==> config.mk <==
export PLATFORM = sky130hd
export DESIGN_NAME = scaled_watchdog
export DESIGN_NICKNAME = d
export VERILOG_FILES = /design/src/rtl/wdt_pkg.sv /design/src/rtl/wdt_ctrl.sv /design/src/rtl/wdt_datapath.sv /design/src/rtl/scaled_watchdog.sv
export SDC_FILE = /design/constraint.sdc
export NUM_CORES = 1
export LEC_CHECK = 0
export BUFFER_PORTS_ARGS = -buffer_cell sky130_fd_sc_hd__clkbuf_2
export CAP_MARGIN = 25
export CORE_MARGIN = 5
export CORE_UTILIZATION = 58
export CTS_CLUSTER_SIZE = 24
export DETAILED_ROUTE_END_ITERATION = 10
export GPL_TIMING_DRIVEN = 1
export PLACE_DENSITY = 0.89
export REMOVE_ABC_BUFFERS = 1
export SETUP_SLACK_MARGIN = 0.1
export SYNTH_ARGS = -nofsm -noshare
export SYNTH_HDL_FRONTEND = slang
export SYNTH_HIERARCHICAL = 1
export SYNTH_SLANG_ARGS = --single-unit
==> constraint.sdc <==
create_clock -name clk -period 2.6 [get_ports clk]
set_input_delay 0.78 -clock clk [delete_from_list [all_inputs] [get_ports clk]]
set_output_delay 0.78 -clock clk [all_outputs]
set_load 0.01 [all_outputs]
==> src/rtl/wdt_pkg.sv <==
`timescale 1ns/1ps
package wdt_pkg;
  localparam int REG_W = 8;

  typedef enum logic [1:0] {
    SEL_CTRL  = 2'd0,
    SEL_COUNT = 2'd1,
    SEL_STAT  = 2'd2,
    SEL_NONE  = 2'd3
  } regSel_e;

  // control byte bit positions
  localparam int CTL_PULSE_EN = 1;
  localparam int CTL_P20_EN   = 2;
  localparam int CTL_SCALE    = 3;

  // status byte bit positions
  localparam int ST_SRC_LSB  = 0;
  localparam int ST_SRC_W    = 4;
  localparam int ST_FIRED    = 4;
  localparam int ST_FORCE    = 5;
  localparam int ST_KBD_EN   = 6;
  localparam int ST_MOUSE_EN = 7;

  typedef struct packed {
    logic             loadCount;
    logic             reload;
    logic             fire;
    logic             scale;
    logic             pulseEn;
    logic [REG_W-1:0] loadVal;
  } wdtStrobe_t;
endpackage

==> src/rtl/wdt_ctrl.sv <==
`timescale 1ns/1ps
module wdt_ctrl
  import wdt_pkg::*;
(
  input  logic             clk,
  input  logic             rstN,
  input  logic             regWrEn,
  input  logic [1:0]       regAddr,
  input  logic [REG_W-1:0] regWrData,
  input  logic             kbdIrq,
  input  logic             mouseIrq,
  input  logic             kbdP20,
  input  logic             expire,
  input  logic             countNz,
  output wdtStrobe_t       strb,
  output logic [REG_W-1:0] ctrlReg,
  output logic [REG_W-1:0] statusReg,
  output logic             firedFlag,
  output logic             timeoutIrq
);
  logic mouseEn, kbdEn, forceReq;
  logic [ST_SRC_W-1:0] srcSel;
  logic wrCtrl, wrCount, wrStat;
  logic fireNow, reloadNow, p20Force, irqHit;

  always_comb begin
    wrCtrl  = regWrEn && (regSel_e'(regAddr) == SEL_CTRL);
    wrCount = regWrEn && (regSel_e'(regAddr) == SEL_COUNT);
    wrStat  = regWrEn && (regSel_e'(regAddr) == SEL_STAT);
  end

  assign p20Force  = ctrlReg[CTL_P20_EN] && kbdP20;
  assign fireNow   = !firedFlag && (forceReq || p20Force || expire);
  assign irqHit    = (kbdIrq && kbdEn) || (mouseIrq && mouseEn);
  assign reloadNow = !firedFlag && countNz && irqHit;

  always_comb begin
    strb           = '0;
    strb.fire      = fireNow;
    strb.loadCount = wrCount && !firedFlag;
    strb.reload    = reloadNow;
    strb.scale     = ctrlReg[CTL_SCALE];
    strb.pulseEn   = ctrlReg[CTL_PULSE_EN];
    strb.loadVal   = regWrData;
  end

  always_ff @(posedge clk or negedge rstN) begin
    if (!rstN) begin
      ctrlReg <= '0;
    end else if (wrCtrl) begin
      ctrlReg <= regWrData;
    end
  end

  always_ff @(posedge clk or negedge rstN) begin
    if (!rstN) begin
      mouseEn  <= 1'b0;
      kbdEn    <= 1'b0;
      srcSel   <= '0;
      forceReq <= 1'b0;
    end else begin
      forceReq <= wrStat && regWrData[ST_FORCE];
      if (wrStat) begin
        mouseEn <= regWrData[ST_MOUSE_EN];
        kbdEn   <= regWrData[ST_KBD_EN];
        srcSel  <= regWrData[ST_SRC_LSB +: ST_SRC_W];
      end
    end
  end

  always_ff @(posedge clk or negedge rstN) begin
    if (!rstN) begin
      firedFlag  <= 1'b0;
      timeoutIrq <= 1'b0;
    end else begin
      timeoutIrq <= fireNow;
      if (fireNow) begin
        firedFlag <= 1'b1;
      end else if (wrStat && !regWrData[ST_FIRED]) begin
        firedFlag <= 1'b0;
      end
    end
  end

  always_comb begin
    statusReg                          = '0;
    statusReg[ST_MOUSE_EN]             = mouseEn;
    statusReg[ST_KBD_EN]               = kbdEn;
    statusReg[ST_FORCE]                = forceReq;
    statusReg[ST_FIRED]                = firedFlag;
    statusReg[ST_SRC_LSB +: ST_SRC_W]  = srcSel;
  end
endmodule

==> src/rtl/wdt_datapath.sv <==
`timescale 1ns/1ps
module wdt_datapath
  import wdt_pkg::*;
#(
  parameter int PRESCALE   = 60,
  parameter int PULSE_CLKS = 16
) (
  input  logic             clk,
  input  logic             rstN,
  input  logic             secTick,
  input  wdtStrobe_t       strb,
  output logic [REG_W-1:0] curCount,
  output logic             expire,
  output logic             countNz,
  output logic             kbdRstN
);
  localparam int PULSE_W = $clog2(PULSE_CLKS + 1);

  logic [REG_W-1:0]   reloadVal;
  logic [PULSE_W-1:0] pulseCnt;
  logic               pscWrap;
  logic               unitTick;

  generate
    if (PRESCALE > 1) begin : g_psc
      localparam int PSC_W = $clog2(PRESCALE);
      localparam logic [PSC_W-1:0] PSC_LAST = PSC_W'(PRESCALE - 1);
      logic [PSC_W-1:0] psc;
      always_ff @(posedge clk or negedge rstN) begin
        if (!rstN) begin
          psc <= '0;
        end else if (strb.loadCount || strb.reload) begin
          psc <= '0;
        end else if (secTick) begin
          psc <= (psc == PSC_LAST) ? '0 : psc + 1'b1;
        end
      end
      assign pscWrap = secTick && (psc == PSC_LAST);
    end else begin : g_nopsc
      assign pscWrap = secTick;
    end
  endgenerate

  assign unitTick = strb.scale ? pscWrap : secTick;
  assign countNz  = (curCount != '0);
  assign expire   = unitTick && (curCount == REG_W'(1));

  always_ff @(posedge clk or negedge rstN) begin
    if (!rstN) begin
      curCount  <= '0;
      reloadVal <= '0;
    end else begin
      if (strb.loadCount) begin
        reloadVal <= strb.loadVal;
      end
      if (strb.fire) begin
        curCount <= '0;
      end else if (strb.loadCount) begin
        curCount <= strb.loadVal;
      end else if (strb.reload) begin
        curCount <= reloadVal;
      end else if (unitTick && countNz) begin
        curCount <= curCount - 1'b1;
      end
    end
  end

  always_ff @(posedge clk or negedge rstN) begin
    if (!rstN) begin
      pulseCnt <= '0;
    end else if (strb.fire && strb.pulseEn) begin
      pulseCnt <= PULSE_W'(PULSE_CLKS);
    end else if (pulseCnt != '0) begin
      pulseCnt <= pulseCnt - 1'b1;
    end
  end

  assign kbdRstN = (pulseCnt == '0);
endmodule

==> src/rtl/scaled_watchdog.sv <==
`timescale 1ns/1ps
module scaled_watchdog
  import wdt_pkg::*;
#(
  parameter int PRESCALE   = 60,
  parameter int PULSE_CLKS = 16
) (
  input  logic                clk,
  input  logic                rstN,
  input  logic                regWrEn,
  input  logic [1:0]          regAddr,
  input  logic [7:0]          regWrData,
  output logic [7:0]          regRdData,
  input  logic                secTick,
  input  logic                kbdIrq,
  input  logic                mouseIrq,
  input  logic                kbdP20,
  output logic                kbdRstN,
  output logic                timeoutIrq,
  output logic [3:0]          irqSource
);
  wdtStrobe_t       strb;
  logic [REG_W-1:0] ctrlReg, statusReg, curCount;
  logic             firedFlag, expire, countNz;

  wdt_ctrl u_ctrl (
    .clk(clk), .rstN(rstN),
    .regWrEn(regWrEn), .regAddr(regAddr), .regWrData(regWrData),
    .kbdIrq(kbdIrq), .mouseIrq(mouseIrq), .kbdP20(kbdP20),
    .expire(expire), .countNz(countNz),
    .strb(strb), .ctrlReg(ctrlReg), .statusReg(statusReg),
    .firedFlag(firedFlag), .timeoutIrq(timeoutIrq)
  );

  wdt_datapath #(.PRESCALE(PRESCALE), .PULSE_CLKS(PULSE_CLKS)) u_dp (
    .clk(clk), .rstN(rstN), .secTick(secTick), .strb(strb),
    .curCount(curCount), .expire(expire), .countNz(countNz),
    .kbdRstN(kbdRstN)
  );

  always_comb begin
    unique case (regSel_e'(regAddr))
      SEL_CTRL:  regRdData = ctrlReg;
      SEL_COUNT: regRdData = curCount;
      SEL_STAT:  regRdData = statusReg;
      default:   regRdData = '0;
    endcase
  end

  assign irqSource = statusReg[ST_SRC_LSB +: ST_SRC_W];
endmodule

==> impl_results.md <==
* Status: finished clean
* Die area at 6040 sq um
* Synth top area share at 41.4%
* Top_reg_cell synth: dfrtp_1
* Post-Synthesis Cells at 249
* RePlAce Congestion at 0.878
* Crit-path cells: clkbuf_2, nand4b_1, o21ai_0, and4_2, a211oi_1, nor2_2, a221oi_1, a22o_2
* Clock-pin slew on the worst setup and hold paths at 0.09 ns
* Die Height at 77.7 um
* Port bufs at 30
* Core region area at 4410 sq um
* Async set-reset flop share out of synthesis at 100%
* Worst hold path type: input pin to async pin
* Pin count of the biggest net entering global routing at 27
* Worst endpoint data arrival time at 2.61 ns
* Area Overhead vs Synth at 9.32%
* Grt ovf at 0
* I/O pins at 31
* Max Clock Freq at 412 MHz
* Clk Latency, worst-skew pair at 0.30 ns
* Htree depth at 2
* Die width at 77.7 um
* Hold_buf cts at 0
* Yosys cell types at 64
* First-pass GRT wire length at 10.3 mm
* Slew Viols, Final at 0
* Multi-input gate area at 1310 sq um
* Tot GR Track Use at 21.1%
* # setup viols final at 0
* Crit path kind: input pin to flop
* Post-Layout Inst Area at 2910 sq um
* Maximum fanout along the worst path at 16
* Seq/Total Area, Yosys at 41.4%
* CP Launch Type: input pin
* CTS tree: done
* CP Capture Type: flop
* Worst r2r dst: u_dp/curCount[7]$_DFFE_PN0P_
* Pwr dens at 928 nW/um^2
* HPWL Detailed at 4.37 mm
* Vias at 2087
* Fillers at 346
* RSZ-0062 raised after global routing: false
* Headroom to the max-slew limit at 54.6%
* Post-Syn Area at 2660 sq um
* Initial DRC Count at 214
* Period utilization at 93.3%
* Worst setup slack after layout at 0.173 ns
* Root buffer selected by CTS: clkbuf_8
* Reg-to-Reg Start: u_dp/g_psc.psc[0]$_DFFE_PN0P_
* Area contributors post-synth: dfrtp_1, mux2_2, buf_4, mux2i_1, a21oi_1
* CTS sink count at 44
* Post-Place Cell Area at 2790 sq um
* Seq. cell area at 1100 sq um
* Drt total wl at 6.04 mm
* Initial antenna violation count at 0
* Setup Skew at 0.0128 ns
* Number of global-route vias before repair at 2090
* Max-cap violations at 0
* Maximum VDD drop at 0.000492 V
* Avg Inst Size Synth at 10.7 sq um
* Max stage delay on crit path at 0.54 ns
* Share of cells above drive strength 1 at 32.1%
* Final hold viol count at 0
* Vias per cell at 6.34
* Syn. warnings at 6
* Most numerous cell in the Yosys netlist: dfrtp_1
* Wirelength per Cell at 18.3 um
* Leakage power at 1.35 nW
* Post-synth EDFFs at 0
* Cell accounting for the most synthesized area: dfrtp_1
* Worst path required time at 2.78 ns
* Worst reg-to-reg setup slack at 0.18 ns
* Initial Util at 60.2%
* Worst Reg-to-Reg Cells at 8
* Post-synthesis register bit count at 44
* Worst-Margin Slew at 0.680 ns
* Placement Setup Slack at -0.374 ns
* Fin nets at 298
* Site Rows at 24
* Final ANT Viol Nets at 0
* DR DRC count at 0
* Post-synth top cells: dfrtp_1, buf_4, mux2_2, a21oi_1, inv_1
* DR pass1 iterations at 5
* Final Critical Period at 2.43 ns
* Slowest-stage cell, CP: nor2_2
* CTS Buf Count at 5
* Clock Path Buffers at 2
* Antenna diodes at 0
placed cells by master, fill, tap and decap left out, drive strengths merged, types with 8 or more instances in the layout:
cell	n
mux2i	11
mux2	17
o21ai	10
nand2	11
o2bb2ai	8
dfrtp	44
a21oi	14
buf	16
clkbuf	36
inv	13
nor2	12
kinds of logic (layout without fill, tap and decap cells):
kind of cell               after synthesis  after routing  share of synthesized area, %
adders and majority gates                5              5                          2.35
muxes                                   28             28                          11.3
DFF                                     44             44                          41.4
xor gates and xnor gates                 3              3                         0.989
and+or+nand+nor                         67             67                          16.5
AOI/OAI and AO/OA                       63             63                          18.0
buffers and inverters                   39             67                          9.42
registers in the layout, indices dropped and copies added (netlist names):
| name | count |
|---|---|
| u_ctrl/timeoutIrq | 1 |
| u_dp/g_psc.psc | 6 |
| u_dp/reloadVal | 8 |
| u_dp/pulseCnt | 5 |
| u_ctrl/mouseEn | 1 |
| u_ctrl/firedFlag | 1 |
| u_ctrl/ctrlReg | 8 |
| u_dp/curCount | 8 |
| u_ctrl/kbdEn | 1 |
| u_ctrl/forceReq | 1 |
| u_ctrl/srcSel | 4 |
final cells by class:
type | instances | area share, %
tap | 52 | 2.24
multi-input combinational | 166 | 45.0
inverter | 13 | 1.68
clock buffer | 6 | 2.50
timing repair buffer | 46 | 9.43
sequential | 44 | 37.9
clock inverter | 2 | 1.21
per-stage QoR:
step | total power (W) | std cells | TNS, ns | hold slack (ns) | util, %
6_report | 0.00270 | 329 | 0 | 0.502 | 65.8
5_1_grt | 0.00288 | 329 | 0 | 0.537 | 65.8
4_1_cts | 0.00268 | 329 | 0 | 0.518 | 65.7
3_5_place_dp | 0.00216 | 321 | -2.41 | 0.502 | 63.2
3_3_place_gp | 0.00208 | 321 | -1.14 | 0.484 | 63.2
2_1_floorplan | 0.00180 | 223 | -0.0191 | 0.473 | -
power by group:
part | switching [W] | internal (W) | leakage, nW
Combinational | 0.000534 | 0.000494 | 0.750
Sequential | 0.000239 | 0.000915 | 0.540
Clock | 0.000228 | 0.000285 | 0.0552
timing repair:
| action | CTS | global route |
|---|---|---|
| gates resized for setup | 1 | 1 |
| buffers inserted | 0 | 0 |
| pin swaps | 0 | 0 |
| cloned | 0 | 0 |
| setup endpoints to repair | 3 | 1 |
critical path, delay by kind of cell:
family	cells	cell delay, ns
AND/OR/NAND/NOR	3	0.94
AO/OA/AOI/OAI	4	0.77
buffers and inverters	1	0.11
layer usage:
layer  vias up  track usage [%]  wire, um
met3         4             3.24       439
met1      1027             28.6      2470
met2        95             35.1      3070
met5         -                0         0
li1        961                -         -
met4         0             5.67        56
how the worst max path moves through the flow:
stage,from,endpoint,slack (ns),cells past startpoint
after floorplan,secTick,u_dp/curCount[7]$_DFFE_PN0P_,-0.02,7
after global placement,secTick,u_dp/curCount[7]$_DFFE_PN0P_,-0.29,8
after detailed placement,secTick,u_dp/curCount[7]$_DFFE_PN0P_,-0.37,8
after CTS,regAddr[1],regRdData[0],0.14,5
after global routing,u_dp/g_psc.psc[0]$_DFFE_PN0P_,u_dp/curCount[7]$_DFFE_PN0P_,0.10,8
final,secTick,u_dp/curCount[7]$_DFFE_PN0P_,0.17,8
(Power assumes the default switching activity.)
